`config.mk`:
```
export PLATFORM = sky130hd
export DESIGN_NAME = sbp_status_guard
export DESIGN_NICKNAME = d
export VERILOG_FILES = /design/src/rtl/sbp_pkg.sv /design/src/rtl/sbp_zone_dec.sv /design/src/rtl/sbp_nvbits.sv /design/src/rtl/sbp_fsm.sv /design/src/rtl/sbp_status_guard.sv
export SDC_FILE = /design/constraint.sdc
export NUM_CORES = 1
export LEC_CHECK = 0
export CAP_MARGIN = 20
export CORE_MARGIN = 5
export CORE_UTILIZATION = 27
export DETAILED_ROUTE_END_ITERATION = 10
export GPL_TIMING_DRIVEN = 1
export PLACE_DENSITY = 0.76
export SYNTH_ARGS = -nofsm -noshare
export SYNTH_HDL_FRONTEND = slang
export SYNTH_SLANG_ARGS = --single-unit
```
`constraint.sdc`:
```
create_clock -name clk -period 1.6 [get_ports clk]
set_clock_uncertainty 0.15 [all_clocks]
set_input_delay 0.24 -clock clk [delete_from_list [all_inputs] [get_ports clk]]
set_output_delay 0.24 -clock clk [all_outputs]
set_load 0.005 [all_outputs]
```
`src/rtl/sbp_pkg.sv`:
```
package sbp_pkg;

    typedef enum logic [2:0] {
        FK_NONE = 3'd0,
        FK_EN   = 3'd1,
        FK_DIS  = 3'd2,
        FK_SR   = 3'd3,
        FK_ARR  = 3'd4
    } frame_kind_t;

    typedef enum logic [2:0] {
        ST_IDLE     = 3'd0,
        ST_ARMED    = 3'd1,
        ST_DROPPED  = 3'd2,
        ST_ARR_BUSY = 3'd3,
        ST_SR_BUSY  = 3'd4
    } guard_state_t;

    localparam int ZONE_W = 2;

endpackage

```
`src/rtl/sbp_zone_dec.sv`:
```
module sbp_zone_dec #(
    parameter int AW = 13
) (
    input  logic [1:0]    zone,
    input  logic [AW-1:0] addr,
    output logic          hit
);
    // Top quarter, top half or the whole array, selected by the zone bits.
    logic top_quarter;
    logic top_half;

    assign top_quarter = &addr[AW-1:AW-2];
    assign top_half    = addr[AW-1];

    always_comb begin
        unique case (zone)
            2'b00:   hit = 1'b0;
            2'b01:   hit = top_quarter;
            2'b10:   hit = top_half;
            default: hit = 1'b1;
        endcase
    end
endmodule

```
`src/rtl/sbp_nvbits.sv`:
```
module sbp_nvbits (
    input  logic       clk,
    input  logic       por_n,
    input  logic       load,
    input  logic [7:0] din,
    output logic       pin_en,
    output logic [1:0] zone
);
    // Survive the soft reset: only the power-on reset clears them.
    always_ff @(posedge clk or negedge por_n) begin
        if (!por_n) begin
            pin_en <= 1'b0;
            zone   <= 2'b00;
        end else if (load) begin
            pin_en <= din[7];
            zone   <= din[3:2];
        end
    end
endmodule

```
`src/rtl/sbp_fsm.sv`:
```
module sbp_fsm
    import sbp_pkg::*;
#(
    parameter int FBW = 10
) (
    input  logic           clk,
    input  logic           por_n,
    input  logic           soft_rst_n,
    input  logic           frame_end,
    input  logic [2:0]     frame_kind,
    input  logic [FBW-1:0] frame_bits,
    input  logic           sr_loaded,
    input  logic [7:0]     sr_data,
    input  logic           hw_lock,
    input  logic           arr_hit,
    input  logic           wr_done,
    output logic           wel,
    output logic           wip,
    output logic           arr_cycle,
    output logic           sr_cycle,
    output logic           nv_load,
    output logic [7:0]     nv_data
);
    localparam logic [FBW-1:0] OP_BITS  = FBW'(8);
    localparam logic [FBW-1:0] SR_BITS  = FBW'(16);
    localparam logic [FBW-1:0] MIN_ARR  = FBW'(32);

    guard_state_t state, nxt;
    logic [7:0]   sr_hold;

    logic en_ok, dis_ok, arr_ok, sr_ok;

    always_comb begin
        en_ok  = frame_end && (frame_kind == FK_EN)  && (frame_bits == OP_BITS);
        dis_ok = frame_end && (frame_kind == FK_DIS) && (frame_bits == OP_BITS);
        arr_ok = frame_end && (frame_kind == FK_ARR) && (frame_bits >= MIN_ARR)
                 && (frame_bits[2:0] == 3'b000) && wel && !arr_hit;
        sr_ok  = frame_end && (frame_kind == FK_SR) && (frame_bits == SR_BITS)
                 && wel && !hw_lock;
    end

    // Next state
    always_comb begin
        nxt = state;
        unique case (state)
            ST_IDLE: begin
                if (sr_loaded)   nxt = ST_ARMED;
                else if (arr_ok) nxt = ST_ARR_BUSY;
            end
            ST_ARMED: begin
                if (hw_lock)        nxt = ST_DROPPED;
                else if (sr_ok)     nxt = ST_SR_BUSY;
                else if (frame_end) nxt = ST_IDLE;
            end
            ST_DROPPED:  if (frame_end) nxt = ST_IDLE;
            ST_ARR_BUSY: if (wr_done)   nxt = ST_IDLE;
            ST_SR_BUSY:  if (wr_done)   nxt = ST_IDLE;
            default:     nxt = ST_IDLE;
        endcase
    end

    // State register
    always_ff @(posedge clk or negedge por_n) begin
        if (!por_n)           state <= ST_IDLE;
        else if (!soft_rst_n) state <= ST_IDLE;
        else                  state <= nxt;
    end

    // Write-enable latch
    always_ff @(posedge clk or negedge por_n) begin
        if (!por_n)           wel <= 1'b0;
        else if (!soft_rst_n) wel <= 1'b0;
        else if ((state == ST_ARR_BUSY || state == ST_SR_BUSY) && wr_done)
            wel <= 1'b0;
        else if (state == ST_IDLE && en_ok)
            wel <= 1'b1;
        else if (state == ST_IDLE && dis_ok)
            wel <= 1'b0;
    end

    // Captured status byte, held until the cycle completes
    always_ff @(posedge clk or negedge por_n) begin
        if (!por_n)                              sr_hold <= 8'h00;
        else if (state == ST_IDLE && sr_loaded)  sr_hold <= sr_data;
    end

    // Outputs
    always_comb begin
        arr_cycle = 1'b0;
        sr_cycle  = 1'b0;
        nv_load   = 1'b0;
        unique case (state)
            ST_ARR_BUSY: arr_cycle = 1'b1;
            ST_SR_BUSY: begin
                sr_cycle = 1'b1;
                nv_load  = wr_done && soft_rst_n;
            end
            default: ;
        endcase
        wip     = arr_cycle | sr_cycle;
        nv_data = sr_hold;
    end
endmodule

```
`src/rtl/sbp_status_guard.sv`:
```
module sbp_status_guard
    import sbp_pkg::*;
#(
    parameter int AW  = 13,
    parameter int FBW = 10
) (
    input  logic           clk,
    input  logic           por_n,
    input  logic           soft_rst_n,
    input  logic           lock_pin_n,
    input  logic           frame_end,
    input  logic [2:0]     frame_kind,
    input  logic [FBW-1:0] frame_bits,
    input  logic           sr_loaded,
    input  logic [7:0]     sr_data,
    input  logic [AW-1:0]  wr_addr,
    input  logic           wr_done,
    input  logic [AW-1:0]  q_addr,
    input  logic           q_status,
    output logic           q_allow,
    output logic [7:0]     status_byte,
    output logic           wel,
    output logic           wip,
    output logic           hw_lock,
    output logic           arr_cycle,
    output logic           sr_cycle
);
    logic       pin_en;
    logic [1:0] zone;
    logic       nv_load;
    logic [7:0] nv_data;
    logic       wr_hit, q_hit;

    sbp_nvbits u_nv (
        .clk    (clk),
        .por_n  (por_n),
        .load   (nv_load),
        .din    (nv_data),
        .pin_en (pin_en),
        .zone   (zone)
    );

    assign hw_lock = pin_en && !lock_pin_n;

    sbp_zone_dec #(.AW(AW)) u_wr_zone (.zone(zone), .addr(wr_addr), .hit(wr_hit));
    sbp_zone_dec #(.AW(AW)) u_q_zone  (.zone(zone), .addr(q_addr),  .hit(q_hit));

    sbp_fsm #(.FBW(FBW)) u_fsm (
        .clk        (clk),
        .por_n      (por_n),
        .soft_rst_n (soft_rst_n),
        .frame_end  (frame_end),
        .frame_kind (frame_kind),
        .frame_bits (frame_bits),
        .sr_loaded  (sr_loaded),
        .sr_data    (sr_data),
        .hw_lock    (hw_lock),
        .arr_hit    (wr_hit),
        .wr_done    (wr_done),
        .wel        (wel),
        .wip        (wip),
        .arr_cycle  (arr_cycle),
        .sr_cycle   (sr_cycle),
        .nv_load    (nv_load),
        .nv_data    (nv_data)
    );

    assign q_allow     = wel && !wip && (q_status ? !hw_lock : !q_hit);
    assign status_byte = wip ? 8'hFF : {pin_en, 3'b000, zone, wel, 1'b0};
endmodule

```
==> out/results.ini, run 1 <==
[placement]
hpwl_mm=1.930
dp.cells=159
portBuffers=41
dpl-instance-area_mm2=0.001285
place_congestion=0.8914

[setup_path]
crit_fanout=3
arrival_ps=1480
crit_required_ps=1210
crit_start=u_fsm.state[0]
cp-start-kind=flip-flop
worstSetupPathType=flip-flop to primary output
rr_startpoint=u_fsm.state[1]
worstRegToRegCells=6
worstSetupEndpointType=primary output

[drt]
vias_per_cell=5.052
initialDrtViolationCount=16
wirelength_mm=2.727
wire_per_inst_um=15.85
dr.pass1.iters=4
vias=869
post-route-drc-count=0
ant_nets=0

[die]
rows=18
dieWidth_um=62.07
start_util_pct=28.76
die_h_um=62.07
dieArea_mm2=0.003852
core_mm2=0.002545
pin_count=69

[clocking]
path_clk_slew_ps=70
root_buffer=clkbuf_4
clk_latency_ps=270
htreeDepth=1
cts_buffers=3
cts.path.max_buffers=2
tritoncts=built
cts.sinks=10
holdBufCountCts=0

[layout]
insertedDiodeCount=0
fin_nets=198
multi_input_area_um2=545.5
fin_area_mm2=0.001470
stdcell_count=172
drive_gt1_share_pct=45.77
register_area_um2=250.2
fill_cells=237
synthToLayoutAreaGrowth_pct=100.9

[global_route]
grt_max_degree=11
first_global_vias=954
antenna_found_initial=0
grt_pass1_wl_mm=4.298
overflow=0
grt_use_total_pct=15.70

[synth]
syn_inst=78
synth-warning-count=0
synth_edf_count=0
syn-cell-area_um2=732.0
ys_seq_elements=10
syn_avg_cell_area_um2=9.384
ys_seq_area_share_pct=34.19
synthArstFlopShare_pct=100.0
synth_top_flop_cell=dfrtp_1
ys_types=34
synth_nets=133

[timing]
tns_ps=-2552
drv_slew=0
slew_headroom_pct=62.83
hold_violations=0
fin_crit_sh_pct=117.0
rsz0062_at_grt=true
fin_crit_ps=1872
final.setup.worst_slack_ps=-272.3
finalSetupViolCount=13
worstMarginPinSlew_ps=549.9
fmax_mhz=534.1

[power]
ir_drop_uv=343.4
p_leak_nw=0.7189
powerDensity_mw_per_mm2=519.9

[run]
drv_cap=0

[status]
status=complete, but fails checks
violations=setup timing

[hold_path]
holdCritPathClass=input port to asynchronous set/reset pin

[layer usage]
layer  vias to the layer above  global-route usage (%)  wire length (um)
li1                        412                       -                 -
met1                       409                   16.81              1081
met2                        42                   28.11              1375
met3                         6                   2.066               197
met4                         0                   10.91                72
met5                         -                       0                 0
[cells by family (layout without fill, tap and decap cells)]
group                  Yosys count  count (layout)  share of synthesized area, %
AND/OR/NAND/NOR                 35              35                         34.88
multiplexers                     6               6                         9.230
flip-flops                      10              10                         34.19
AO/OA/AOI/OAI                   16              16                         14.02
buffers and inverters           11              75                         7.693
[critical path, stage by stage, from the launching register on]
cell	delay, ps
dfrtp_1	400
and3b_2	230
a21oi_4	190
buf_6	140
buf_6	90
nand2b_1	40
buf_2	120
[registers in the layout, summed over array words and instances, names as in the netlist]
name           cells
u_fsm.nv_data      3
u_nv.zone          2
u_fsm.wel          1
u_fsm.state        3
u_nv.pin_en        1
[report_power, final]
part           internal (mW)  leakage, nW  switching (mW)
registers              0.273        0.131          0.0126
clock network          0.138       0.0210          0.0967
logic                  0.145        0.567          0.0994
[area by class of cell]
type	count	area share (%)
timing repair buffer	66	39.57
tap	30	2.553
clock buffer	4	2.468
sequential	10	17.02
multi-input combinational	57	37.11
inverter	5	1.277
[cells in the mapped netlist, types with 2 or more instances]
master | number | area share (%)
nand2b_1 | 5 | 4.3
or4b_1 | 2 | 2.7
inv_1 | 5 | 2.6
buf_4 | 4 | 4.1
o21ai_0 | 4 | 2.7
nand3_1 | 4 | 2.7
nand2_1 | 2 | 1.0
nor2b_1 | 3 | 2.6
and2_1 | 3 | 2.6
nor2_1 | 3 | 1.5
a21oi_1 | 4 | 2.7
mux2_2 | 6 | 9.2
nand4b_1 | 2 | 2.4
dfrtp_1 | 10 | 34
clkbuf_1 | 2 | 1.0
[timing repair]
item | 4_1_cts | 5_1_grt
setup buffers | 5 | 6
gates resized for setup | 80 | 12
pin swaps | 10 | 10
endpoints found under the hold margin | 0 | 0
setup endpoints to repair | 23 | 20
[stage by stage]
stage | power (mW) | utilization, % | hold slack [ps] | setup WS [ps]
floorplan | 0.3653 | - | -205.6 | 0.1754
detailed placement | 0.4892 | 50.49 | 349.8 | -547.7
global route | 0.8027 | 57.77 | 159.8 | -345.1
global placement | 0.4836 | 50.49 | 335.5 | -465.6
finish | 0.7643 | 57.77 | 143.2 | -272.3
CTS | 0.7453 | 54.38 | 148.8 | -331.0
[cells in the final DEF, fill, tap and decap left out, drive strengths merged, types with 2 or more instances in the layout]
cell type      netlist  layout
buf                  4      37
clkdlybuf4s50        0      18
dfrtp               10      10
dlygate4sd2          0       8
mux2                 6       6
nand2b               5       5
inv                  5       5
o21ai                4       4
nand3                4       4
clkbuf               2       4
a21oi                4       4
and2                 3       3
nor2                 3       3
nor2b                3       3
nand2                2       2
nand4b               2       2
dlymetal6s2s         0       2
nor4                 2       2
nor4b                2       2
or4b                 2       2
[worst paths after layout]
| check | slack [ps] | to |
|---|---|---|
| min in group clk | 320 | u_fsm.state[1] |
| worst max register to register | -200 | u_fsm.wel |
| worst min register to register | 370 | u_nv.pin_en |
| worst min-delay path | 140 | u_fsm.state[0] |
| max in group asynchronous | 830 | u_nv.pin_en |
| worst max-delay path | -270 | status_byte[2] |
Power figures use the tool's default switching activity.
==> run 2, diff against run 1 <==
- SETUP_SLACK_MARGIN: default -> 0.5
==> run 2 against run 1 <==
Compared with the run above: the flow still finishes with violations (setup timing); flip-flop and latch count unchanged; core utilization rose by 5.9 points; die area is the same; via count is 7.8% higher.
==> out/results.ini, run 2 (same netlist as run 1, synthesis figures left out) <==
[timing]
hold_violations=0  ; unchanged
drv_slew=0  ; unchanged
fin_crit_ps=1888  ; +15.44 ps
slew_headroom_pct=69.01  ; +6.2 points
worstMarginPinSlew_ps=463.4  ; -86.45 ps
final.setup.worst_slack_ps=-287.7  ; -15.44 ps
tns_ps=-3214  ; -661.2 ps
fin_crit_sh_pct=118.0  ; +0.97 points
finalSetupViolCount=14  ; +1
fmax_mhz=529.7  ; -0.82%
rsz0062_at_grt=true

[placement]
place_congestion=0.7995  ; -10%
dpl-instance-area_mm2=0.001324  ; +3.0%
dp.cells=160  ; +0.63%
portBuffers=41  ; unchanged
hpwl_mm=1.948  ; +0.93%

[global_route]
antenna_found_initial=0  ; unchanged
grt_pass1_wl_mm=4.126  ; -4.0%
first_global_vias=912  ; -4.4%
grt_max_degree=11  ; unchanged
grt_use_total_pct=14.95  ; -0.74 points
overflow=0  ; unchanged

[clocking]
cts.sinks=10  ; unchanged
clk_latency_ps=260  ; about the same
cts_buffers=3  ; unchanged
path_clk_slew_ps=70  ; about the same
root_buffer=clkbuf_4
htreeDepth=1  ; unchanged
cts.path.max_buffers=2  ; unchanged
tritoncts=built

[layout]
layout_commonest_cell=buf_4
fin_nets=210  ; +6.1%
synthToLayoutAreaGrowth_pct=121.4
final_cell_mix=buf_4 (24), buf_6 (21), clkdlybuf4s50_1 (16), dlygate4sd2_1 (11), dfrtp_1 (7)
drive_gt1_share_pct=54.55  ; +8.8 points
stdcell_count=184  ; +7.0%
insertedDiodeCount=0  ; unchanged
fin_area_mm2=0.001620  ; +10%

[setup_path]
cp-start-kind=flip-flop
path_cells=and3b_2 -> buf_4 -> buf_6 -> buf_6 -> and2_1 -> o32ai_2 -> a21oi_2
worst_path_dominant_cell_family=flip-flops
cpMostUsedCell=buf_6
crit_buf_inv=3  ; unchanged
arrival_ps=1880  ; +400 ps
cp_slowest_cell=dfrtp_2
crit_start=u_fsm.state[1]
crit_required_ps=1590  ; +380 ps
crit_fanout=3  ; unchanged
rr_startpoint=u_fsm.state[1]
slowest_delay_ps=450  ; +50 ps
worstSetupEndpointType=flip-flop
worstSetupPathType=flip-flop to flip-flop

[drt]
post-route-drc-count=0  ; unchanged
dr.pass1.iters=4  ; unchanged
wire_per_inst_um=16.81  ; +6.0%
ant_nets=0  ; unchanged
wirelength_mm=3.093  ; +13%
vias=937  ; +7.8%
initialDrtViolationCount=73  ; +57
vias_per_cell=5.092  ; +0.79%

[die]
core_mm2=0.002545  ; unchanged
pin_count=69  ; unchanged
dieArea_mm2=0.003852  ; unchanged
dieWidth_um=62.07  ; unchanged
die_h_um=62.07  ; unchanged
rows=18  ; unchanged
start_util_pct=28.76  ; unchanged

[power]
p_leak_nw=0.7749  ; +7.8%
powerDensity_mw_per_mm2=488.6  ; -6.0%
design_power_total_uw=791.6  ; +3.6%
ir_drop_uv=435.4  ; +27%

[hold_path]
holdCritPathClass=input port to asynchronous set/reset pin

[status]
status=complete, but fails checks
violations=setup timing

[run]
drv_cap=0  ; unchanged

-- run 2: changes by cell type in the layout (fill, tap and decap cells not counted), moves of 2 or more --
cell / change
clkdlybuf4s50_1: -2
dlygate4sd2_1: +3
dlymetal6s2s_1: -2
dfrtp_2: +3
buf_4: +7
buf_2: -3
mux2_4: +4
buf_6: +10
dfrtp_1: -3
mux2_2: -4
-- run 2: per-stage QoR --
stage / hold slack (ps) / util, % / setup slack (ps)
finish: 142.8 / 63.67 / -287.7
global route: 165.1 / 63.67 / -332.1
CTS: 136.6 / 59.64 / -235.8
detailed placement: 353.4 / 52.02 / -482.9
global placement: 334.7 / 52.02 / -433.1
floorplan: -205.6 / - / 48.74
-- run 2: metal layers --
metal  global-route usage, %  up-vias  wire (um)
li1                        -      437          -
met1                   15.99      465       1189
met2                   27.66       31       1703
met3                   2.686        4        164
met4                   7.576        0         36
met5                       0        -          0
-- run 2: final timing paths --
kind / to / slack, ps / cells after the start
max in group asynchronous: u_fsm.state[0] / 810 / 1
hold reg to reg: u_nv.zone[1] / 380 / 1
min in group clk: u_fsm.state[1] / 370 / 4
hold / removal: u_nv.zone[0] / 140 / 1
setup / recovery: u_fsm.state[0] / -290 / 7
setup reg to reg: u_fsm.state[0] / -290 / 7
-- run 2: layout make-up --
cell class                 count  area, um2
inverter                       5      23.77
fill                         200      924.6
sequential                    10      254.0
multi-input combinational     57      565.5
clock buffer                   4      36.28
tap                           30      37.54
timing repair buffer          78      703.2
-- run 2: what timing repair did --
| action | CTS | global route |
|---|---|---|
| buffers inserted | 11 | 9 |
| endpoints found under the setup margin | 24 | 24 |
| gates resized for setup | 101 | 11 |
| hold buffers | 0 | 0 |
| pin swaps | 11 | 5 |
-- run 2: report_power, final --
group / switching (mW) / leakage [nW] / internal (mW) / total [mW]
Sequential: 0.0199 / 0.127 / 0.274 / 0.294
Combinational: 0.108 / 0.627 / 0.165 / 0.273
Clock: 0.0863 / 0.0210 / 0.138 / 0.225
Total: 0.214 / 0.775 / 0.577 / 0.792
